$ cat src/rtl/radio_ctrl_pkg.sv
package radio_ctrl_pkg;

    typedef enum logic [3:0] {
        ST_INIT,
        ST_TUNE,
        ST_RXON,
        ST_SETTLE,
        ST_READY,
        ST_LOAD,
        ST_CCA,
        ST_BACKOFF,
        ST_RX,
        ST_FLUSH,
        ST_SEND,
        ST_TXWAIT
    } ctrl_state_e;

    typedef enum logic [2:0] {
        OP_INIT  = 3'd0,
        OP_TUNE  = 3'd1,
        OP_RXON  = 3'd2,
        OP_LOAD  = 3'd3,
        OP_SEND  = 3'd4,
        OP_READ  = 3'd5,
        OP_FLUSH = 3'd6
    } radio_op_e;

endpackage

$ cat src/rtl/sym_wait_timer.sv
// Down-counter of symbol periods with its own cycle prescaler.
// The prescaler restarts on every load, so a wait of N symbols is exact.
module sym_wait_timer #(
    parameter int CYC_PER_SYM = 800,
    parameter int CNT_W       = 6
) (
    input  logic             clk,
    input  logic             rst_n,
    input  logic             load,
    input  logic [CNT_W-1:0] load_val,
    input  logic             run,
    output logic             zero
);
    localparam int PRE_W = (CYC_PER_SYM > 1) ? $clog2(CYC_PER_SYM) : 1;
    localparam logic [PRE_W-1:0] PRE_LAST = PRE_W'(CYC_PER_SYM - 1);

    logic [PRE_W-1:0] pre_q;
    logic [CNT_W-1:0] cnt_q;

    always_ff @(posedge clk or negedge rst_n) begin
        if (!rst_n) begin
            pre_q <= '0;
            cnt_q <= '0;
        end else if (load) begin
            pre_q <= '0;
            cnt_q <= load_val;
        end else if (run && (cnt_q != '0)) begin
            if (pre_q == PRE_LAST) begin
                pre_q <= '0;
                cnt_q <= cnt_q - 1'b1;
            end else begin
                pre_q <= pre_q + 1'b1;
            end
        end
    end

    assign zero = (cnt_q == '0);
endmodule

$ cat src/rtl/backoff_prng.sv
// Free-running 16-bit Galois LFSR; the low OUT_W bits seed the backoff.
module backoff_prng #(
    parameter logic [15:0] SEED  = 16'hACE1,
    parameter int          OUT_W = 5
) (
    input  logic             clk,
    input  logic             rst_n,
    output logic [OUT_W-1:0] value
);
    localparam logic [15:0] TAPS = 16'hB400;

    logic [15:0] lfsr_q;

    always_ff @(posedge clk or negedge rst_n) begin
        if (!rst_n) begin
            lfsr_q <= SEED;
        end else begin
            lfsr_q <= {1'b0, lfsr_q[15:1]} ^ (lfsr_q[0] ? TAPS : 16'h0000);
        end
    end

    assign value = lfsr_q[OUT_W-1:0];
endmodule

$ cat src/rtl/radio_link_ctrl.sv
module radio_link_ctrl
    import radio_ctrl_pkg::*;
#(
    parameter int          WORD_W      = 32,
    parameter int          CHAN_W      = 4,
    parameter int          DEF_CHAN    = 5,
    parameter int          CYC_PER_SYM = 800,
    parameter int          SETTLE_SYM  = 12,
    parameter int          BACKOFF_W   = 5,
    parameter logic [15:0] PRNG_SEED   = 16'hACE1
) (
    input  logic              clk,
    input  logic              rst_n,
    input  logic              start,
    input  logic [WORD_W-1:0] tx_word,
    output logic              ready,
    input  logic              chan_req,
    input  logic [CHAN_W-1:0] chan_sel,
    input  logic              rxf_nonempty,
    input  logic              rxf_thresh,
    input  logic              chan_clear,
    input  logic              frame_active,
    output logic              cmd_valid,
    output logic [2:0]        cmd_op,
    output logic [WORD_W-1:0] cmd_data,
    output logic [CHAN_W-1:0] cmd_chan,
    input  logic              cmd_done,
    input  logic [WORD_W-1:0] rsp_data,
    output logic              rx_valid,
    output logic [WORD_W-1:0] rx_data
);
    localparam int SETTLE_W = $clog2(SETTLE_SYM + 1);
    localparam int CNT_W    = (SETTLE_W > BACKOFF_W + 1) ? SETTLE_W : BACKOFF_W + 1;

    ctrl_state_e state_q, state_d;
    radio_op_e   op_c;

    logic [WORD_W-1:0]    txbuf_q;
    logic [CHAN_W-1:0]    chan_q;
    logic                 tx_pend_q;
    logic                 frame_seen_q;
    logic                 overflow;
    logic                 settle_load, settle_run, settle_zero;
    logic                 bo_load, bo_run, bo_zero;
    logic [BACKOFF_W-1:0] bo_rand;
    logic [CNT_W-1:0]     bo_val;

    assign overflow = rxf_thresh & ~rxf_nonempty;

    // settle wait after receiver start and after each frame
    sym_wait_timer #(.CYC_PER_SYM(CYC_PER_SYM), .CNT_W(CNT_W)) u_settle (
        .clk     (clk),
        .rst_n   (rst_n),
        .load    (settle_load),
        .load_val(CNT_W'(SETTLE_SYM)),
        .run     (settle_run),
        .zero    (settle_zero)
    );

    // random backoff while the channel is busy
    sym_wait_timer #(.CYC_PER_SYM(CYC_PER_SYM), .CNT_W(CNT_W)) u_backoff (
        .clk     (clk),
        .rst_n   (rst_n),
        .load    (bo_load),
        .load_val(bo_val),
        .run     (bo_run),
        .zero    (bo_zero)
    );

    backoff_prng #(.SEED(PRNG_SEED), .OUT_W(BACKOFF_W)) u_prng (
        .clk  (clk),
        .rst_n(rst_n),
        .value(bo_rand)
    );

    assign bo_val = CNT_W'(bo_rand) + CNT_W'(1);

    // next state
    always_comb begin
        state_d = state_q;
        unique case (state_q)
            ST_INIT:   if (cmd_done) state_d = ST_TUNE;
            ST_TUNE:   if (cmd_done) state_d = ST_RXON;
            ST_RXON:   if (cmd_done) state_d = ST_SETTLE;
            ST_SETTLE: if (settle_zero) state_d = ST_READY;
            ST_READY: begin
                if (start)             state_d = ST_LOAD;
                else if (chan_req)     state_d = ST_TUNE;
                else if (overflow)     state_d = ST_FLUSH;
                else if (rxf_nonempty) state_d = ST_RX;
            end
            ST_LOAD:   if (cmd_done) state_d = ST_CCA;
            ST_CCA: begin
                if (overflow)        state_d = ST_FLUSH;
                else if (chan_clear) state_d = ST_SEND;
                else                 state_d = ST_BACKOFF;
            end
            ST_BACKOFF: begin
                if (overflow)          state_d = ST_FLUSH;
                else if (rxf_nonempty) state_d = ST_RX;
                else if (bo_zero)      state_d = ST_CCA;
            end
            ST_RX, ST_FLUSH: begin
                if (cmd_done) state_d = tx_pend_q ? ST_BACKOFF : ST_READY;
            end
            ST_SEND:   if (cmd_done) state_d = ST_TXWAIT;
            ST_TXWAIT: if (frame_seen_q && !frame_active) state_d = ST_SETTLE;
            default:   state_d = ST_INIT;
        endcase
    end

    // state register
    always_ff @(posedge clk or negedge rst_n) begin
        if (!rst_n) state_q <= ST_INIT;
        else        state_q <= state_d;
    end

    // held data
    always_ff @(posedge clk or negedge rst_n) begin
        if (!rst_n) begin
            txbuf_q      <= '0;
            chan_q       <= CHAN_W'(DEF_CHAN);
            tx_pend_q    <= 1'b0;
            frame_seen_q <= 1'b0;
            rx_valid     <= 1'b0;
            rx_data      <= '0;
        end else begin
            if (state_q == ST_READY && start) begin
                txbuf_q   <= tx_word;
                tx_pend_q <= 1'b1;
            end else if (state_q == ST_READY && chan_req) begin
                chan_q <= chan_sel;
            end
            if (state_q == ST_SEND && cmd_done) tx_pend_q <= 1'b0;

            if (state_q != ST_TXWAIT) frame_seen_q <= 1'b0;
            else if (frame_active)    frame_seen_q <= 1'b1;

            rx_valid <= (state_q == ST_RX) && cmd_done;
            if ((state_q == ST_RX) && cmd_done) rx_data <= rsp_data;
        end
    end

    // outputs
    always_comb begin
        cmd_valid   = 1'b0;
        op_c        = OP_INIT;
        cmd_data    = '0;
        ready       = 1'b0;
        settle_load = (state_d == ST_SETTLE) && (state_q != ST_SETTLE);
        settle_run  = (state_q == ST_SETTLE);
        bo_load     = (state_q == ST_CCA) && (state_d == ST_BACKOFF);
        bo_run      = tx_pend_q &&
                      ((state_q == ST_BACKOFF) || (state_q == ST_RX) || (state_q == ST_FLUSH));
        unique case (state_q)
            ST_INIT:  begin cmd_valid = 1'b1; op_c = OP_INIT;  end
            ST_TUNE:  begin cmd_valid = 1'b1; op_c = OP_TUNE;  end
            ST_RXON:  begin cmd_valid = 1'b1; op_c = OP_RXON;  end
            ST_LOAD:  begin cmd_valid = 1'b1; op_c = OP_LOAD; cmd_data = txbuf_q; end
            ST_RX:    begin cmd_valid = 1'b1; op_c = OP_READ;  end
            ST_FLUSH: begin cmd_valid = 1'b1; op_c = OP_FLUSH; end
            ST_SEND:  begin cmd_valid = 1'b1; op_c = OP_SEND;  end
            ST_READY: ready = 1'b1;
            default:  ;
        endcase
    end

    assign cmd_op   = op_c;
    assign cmd_chan = chan_q;
endmodule

$ cat config.mk
export PLATFORM = sky130hd
export DESIGN_NAME = radio_link_ctrl
export DESIGN_NICKNAME = d
export VERILOG_FILES = /design/src/rtl/radio_ctrl_pkg.sv /design/src/rtl/sym_wait_timer.sv /design/src/rtl/backoff_prng.sv /design/src/rtl/radio_link_ctrl.sv
export SDC_FILE = /design/constraint.sdc
export NUM_CORES = 1
export LEC_CHECK = 0
export CORE_UTILIZATION = 49
export CTS_BUF_LIST = sky130_fd_sc_hd__clkbuf_2 sky130_fd_sc_hd__clkbuf_4 sky130_fd_sc_hd__clkbuf_8
export DETAILED_ROUTE_END_ITERATION = 12
export PLACE_DENSITY_LB_ADDON = 0.3
export SYNTH_ARGS = -nofsm -noshare
export SYNTH_HDL_FRONTEND = slang
export SYNTH_SLANG_ARGS = --single-unit
$ cat constraint.sdc
create_clock -name clk -period 5.4 [get_ports clk]
set_clock_uncertainty 0.15 [all_clocks]
set_input_delay 0.54 -clock clk [delete_from_list [all_inputs] [get_ports clk]]
set_output_delay 0.54 -clock clk [all_outputs]
set_load 0.005 [all_outputs]
==> reports/qor.log <==
[synthesis] gate count of the mapped netlist 539
[die] initial cell density of the core 51.3%
[pwr] Internal Dissipation 2.11 mW
[placement] worst setup slack before clock tree synthesis 2.04 ns
[die] Std-Cell Core Area 11100 um2
[timing] final-layout setup total negative slack 0 ns
[grt] vias in the first global route 4706
[clock_network] Clk Tree Root Cell clkbuf_8
[routing] number of remaining DRC errors 0
[pwr] sequential power share 42.4%
[timing] worst setup margin 2.24 ns
[routing] via/cell ratio 5.35
[grt] initial antenna violation count 0
[cells_and_area] Synth-to-Final Area Change 35.6%
[timing] peak clock frequency supported by timing 317 MHz
[worst_setup_path] slowest library cell on the worst path dfrtp_1
[cells_and_area] Fillers 834
[synthesis] Post-synth EDFFs 0
[grt] global-route usage over all layers 24.5%
[worst_setup_path] launch point of the worst path state_q[1]
[pwr] clock network fraction of design power 29.6%
[synthesis] asr flop ratio synth 100%
[die] Die Footprint 12000 um2
[cells_and_area] NumNets Final 769
[pwr] switch share 31.1%
[synthesis] register bit total from synthesis 123
[timing] RSZ-0062 raised after global routing no
[worst_setup_path] CP Launch Type flip-flop
[min_path] type of the worst min-delay path in -> async
[die] die height 110 um
[die] die outline width 110 um
[timing] Final Slew Violations 0
[clock_network] clock edge transition at the registers on the reported setup and hold paths 0.08 ns
[die] number of placement rows 38
[clock_network] worst-skew pair later-pin latency 0.44 ns
[timing] headroom to the max-slew limit 20.2%
[pwr] Leakage Power 3.52 nW
[worst_setup_path] reg2reg path depth 5
[placement] RePlAce Congestion 0.890
[timing] Period Utilization, post-route 58.5%
[routing] post-route antenna net violation count 0
[grt] maximum number of pins on one net before global-route repair 68
[worst_setup_path] Crit path arrival time 2.47 ns
[worst_setup_path] endpoint of the worst-slack reg-to-reg timing path u_settle.pre_q[9]
[synthesis] Unique masters post-synth 63
[routing] wire per inst 16.2 um
[worst_setup_path] cells traversed along the worst timing path nand2b_1 > mux2_2 > o22ai_1 > clkdlybuf4s50_1
[worst_setup_path] buffers plus inverters on the worst setup path 1
[placement] buffers added on ports 150
[worst_setup_path] RR Startpoint state_q[0]
[worst_setup_path] data required time at the worst endpoint 4.71 ns
[grt] global route overflow 0
[worst_setup_path] Worst path max stage delay 0.67 ns
[worst_setup_path] flop2flop setup slack 2.46 ns
[routing] final wirelength 13600 um
[cells_and_area] final core utilization 69.5%
[worst_setup_path] kind of capture point of the worst setup path primary output
[cells_and_area] fraction of layout instances using a drive strength above 1 13.9%
[grt] global-route wire length before repair 22300 um
[synthesis] most frequently used flop master after synthesis dfrtp_1
[cells_and_area] Antenna Diode Count 0
[routing] total via count after detailed routing 4490
[timing] setup-violating endpoint count in the final report 0
[worst_setup_path] highest fanout seen on the critical path 14
[synthesis] post-synthesis net count 622
[routing] First DRT Iteration DRCs 241
[synthesis] number of synthesis warnings 0
[run] maximum capacitance violations 0
[clock_network] clock tree buffer depth 2
[pwr] total power divided by cell area 399 nW/um2
[timing] final critical path time including I/O delays and setup 3.16 ns
[routing] drt first pass iters 4
[pwr] Net Sw Power 957 uW
[placement] post-detailed-placement half-perimeter wirelength 9400 um
[synthesis] netlist area before placement 5680 um2
[worst_setup_path] classification of the worst setup path reg -> out
[clock_network] number of buffers inserted during clock tree synthesis 17
[clock_network] post-CTS setup buffer count 0
[clock_network] hold buffer count at CTS 0
[synthesis] syn_area_per_cell 10.5 um2
[clock_network] total number of clock tree sinks 123
[clock_network] H-tree levels 4
[die] number of top-level pins 151
[pwr] maximum ir drop on the vdd rail 0.251 mV
[timing] Final Hold Violating Endpoints 0
[synthesis] sequential fraction of the synthesis area 54.4%
[timing] actual slew at the worst max-slew pin 1.19 ns
[pwr] Comb power frac 28.0%
[clock_network] Post-CTS Resized 0
[worst_setup_path] crit-path leading delay family flip-flops
[run_status] run status finished clean
[clock_network] CTS tree built
[synth_stat cells, drive strengths merged (7+ instances only)]
cell | count | share of area, %
nand2 | 116 | 7.7
dfrtp | 113 | 50
mux2 | 38 | 7.5
and2 | 35 | 3.9
a21oi | 22 | 1.9
nor2 | 22 | 1.5
clkbuf | 14 | 0.93
nand3 | 13 | 1.1
xor2 | 12 | 1.9
buf | 11 | 1.2
inv | 11 | 0.73
o21ai | 11 | 0.97
xnor2 | 11 | 1.7
dfstp | 10 | 4.6
and3 | 7 | 0.77
nand2b | 7 | 0.90
nor3 | 7 | 0.70
[placed cells by master, fill, tap and decap left out, types with 7 or more instances in the layout]
master and count:
and2_1 35, nor2_1 22, o21ai_0 11, nand2_1 116
inv_1 9, nand3_1 13, clkdlybuf4s50_1 149, xnor2_1 11
dfrtp_1 113, mux2_2 38, and3_1 7, xor2_1 12
clkbuf_8 19, a21oi_1 22, dfstp_2 10
[area by class of cell]
cell class                      count  area [um2]  area share [%]
Sequential cell                   123        3090            40.1
Tap cell                          140         175            2.27
Clock inverter                     11         169            2.19
Inverter                           11        41.3           0.536
Clock buffer                       21         277            3.59
Multi-Input combinational cell    380        2430            31.5
Timing Repair Buffer              153        1520            19.7
[kinds of logic (layout without fill, tap and decap cells)]
logic type,count (synthesis),after routing,synth area share (%)
AOI/OAI and AO/OA,62,62,7.53
xor gates and xnor gates,23,23,3.55
adders and majority gates,6,6,1.32
buffers and inverters,36,196,2.82
DFF,123,123,54.4
muxes,42,42,8.24
and+or+nand+nor,247,247,22.1
[power groups by stage]
stage / logic, mW / registers [mW] / clock network [mW]
global placement: 0.829 / 1.30 / 0
CTS: 0.866 / 1.30 / 0.927
detailed placement: 0.858 / 1.31 / 0
finish: 0.860 / 1.30 / 0.910
global route: 0.952 / 1.33 / 0.965
floorplan: 0.501 / 1.26 / 0
[state kept, by name (all words and copies together), names as in the netlist]
name,flops
tx_pend_q,1
u_backoff.cnt_q,6
state_q,4
cmd_chan,4
rx_valid,1
u_settle.pre_q,10
u_prng.lfsr_q,16
rx_data,32
u_backoff.pre_q,10
frame_seen_q,1
txbuf_q,32
u_settle.cnt_q,6
[worst register-to-register path: stages, from the launching register on]
cell and delay, ns:
dfrtp_1 0.66, nand2b_1 0.33, or4_1 0.39, nand4_1 0.22, a211oi_2 0.82, a21oi_1 0.20
[per-stage QoR]
step	hold slack (ns)	instances	total power, mW	cell area [um2]
after floorplan	0.0944	539	1.76	5680
after global placement	0.188	807	2.13	7260
after detailed placement	0.188	807	2.17	7260
after CTS	0.0271	839	3.09	7700
after global routing	0.0694	839	3.25	7700
final	0.0136	839	3.07	7700
[layer usage]
layer  wire length [um]  up-vias  track usage [%]
met1               5630     2199             29.7
met3               1170       20             10.1
met5                  0        -                0
met2               6560      143             39.1
li1                   -     2128                -
met4                216        0             9.14
[how the worst max path moves through the flow]
stage	to	cells after the start
after global placement	u_settle.cnt_q[0]	6
after detailed placement	u_settle.pre_q[9]	6
final	cmd_op[1]	4
after CTS	cmd_op[1]	4
after floorplan	u_backoff.pre_q[8]	6
after global routing	cmd_op[1]	4
Note: power is estimated with default switching activity, not from simulation.
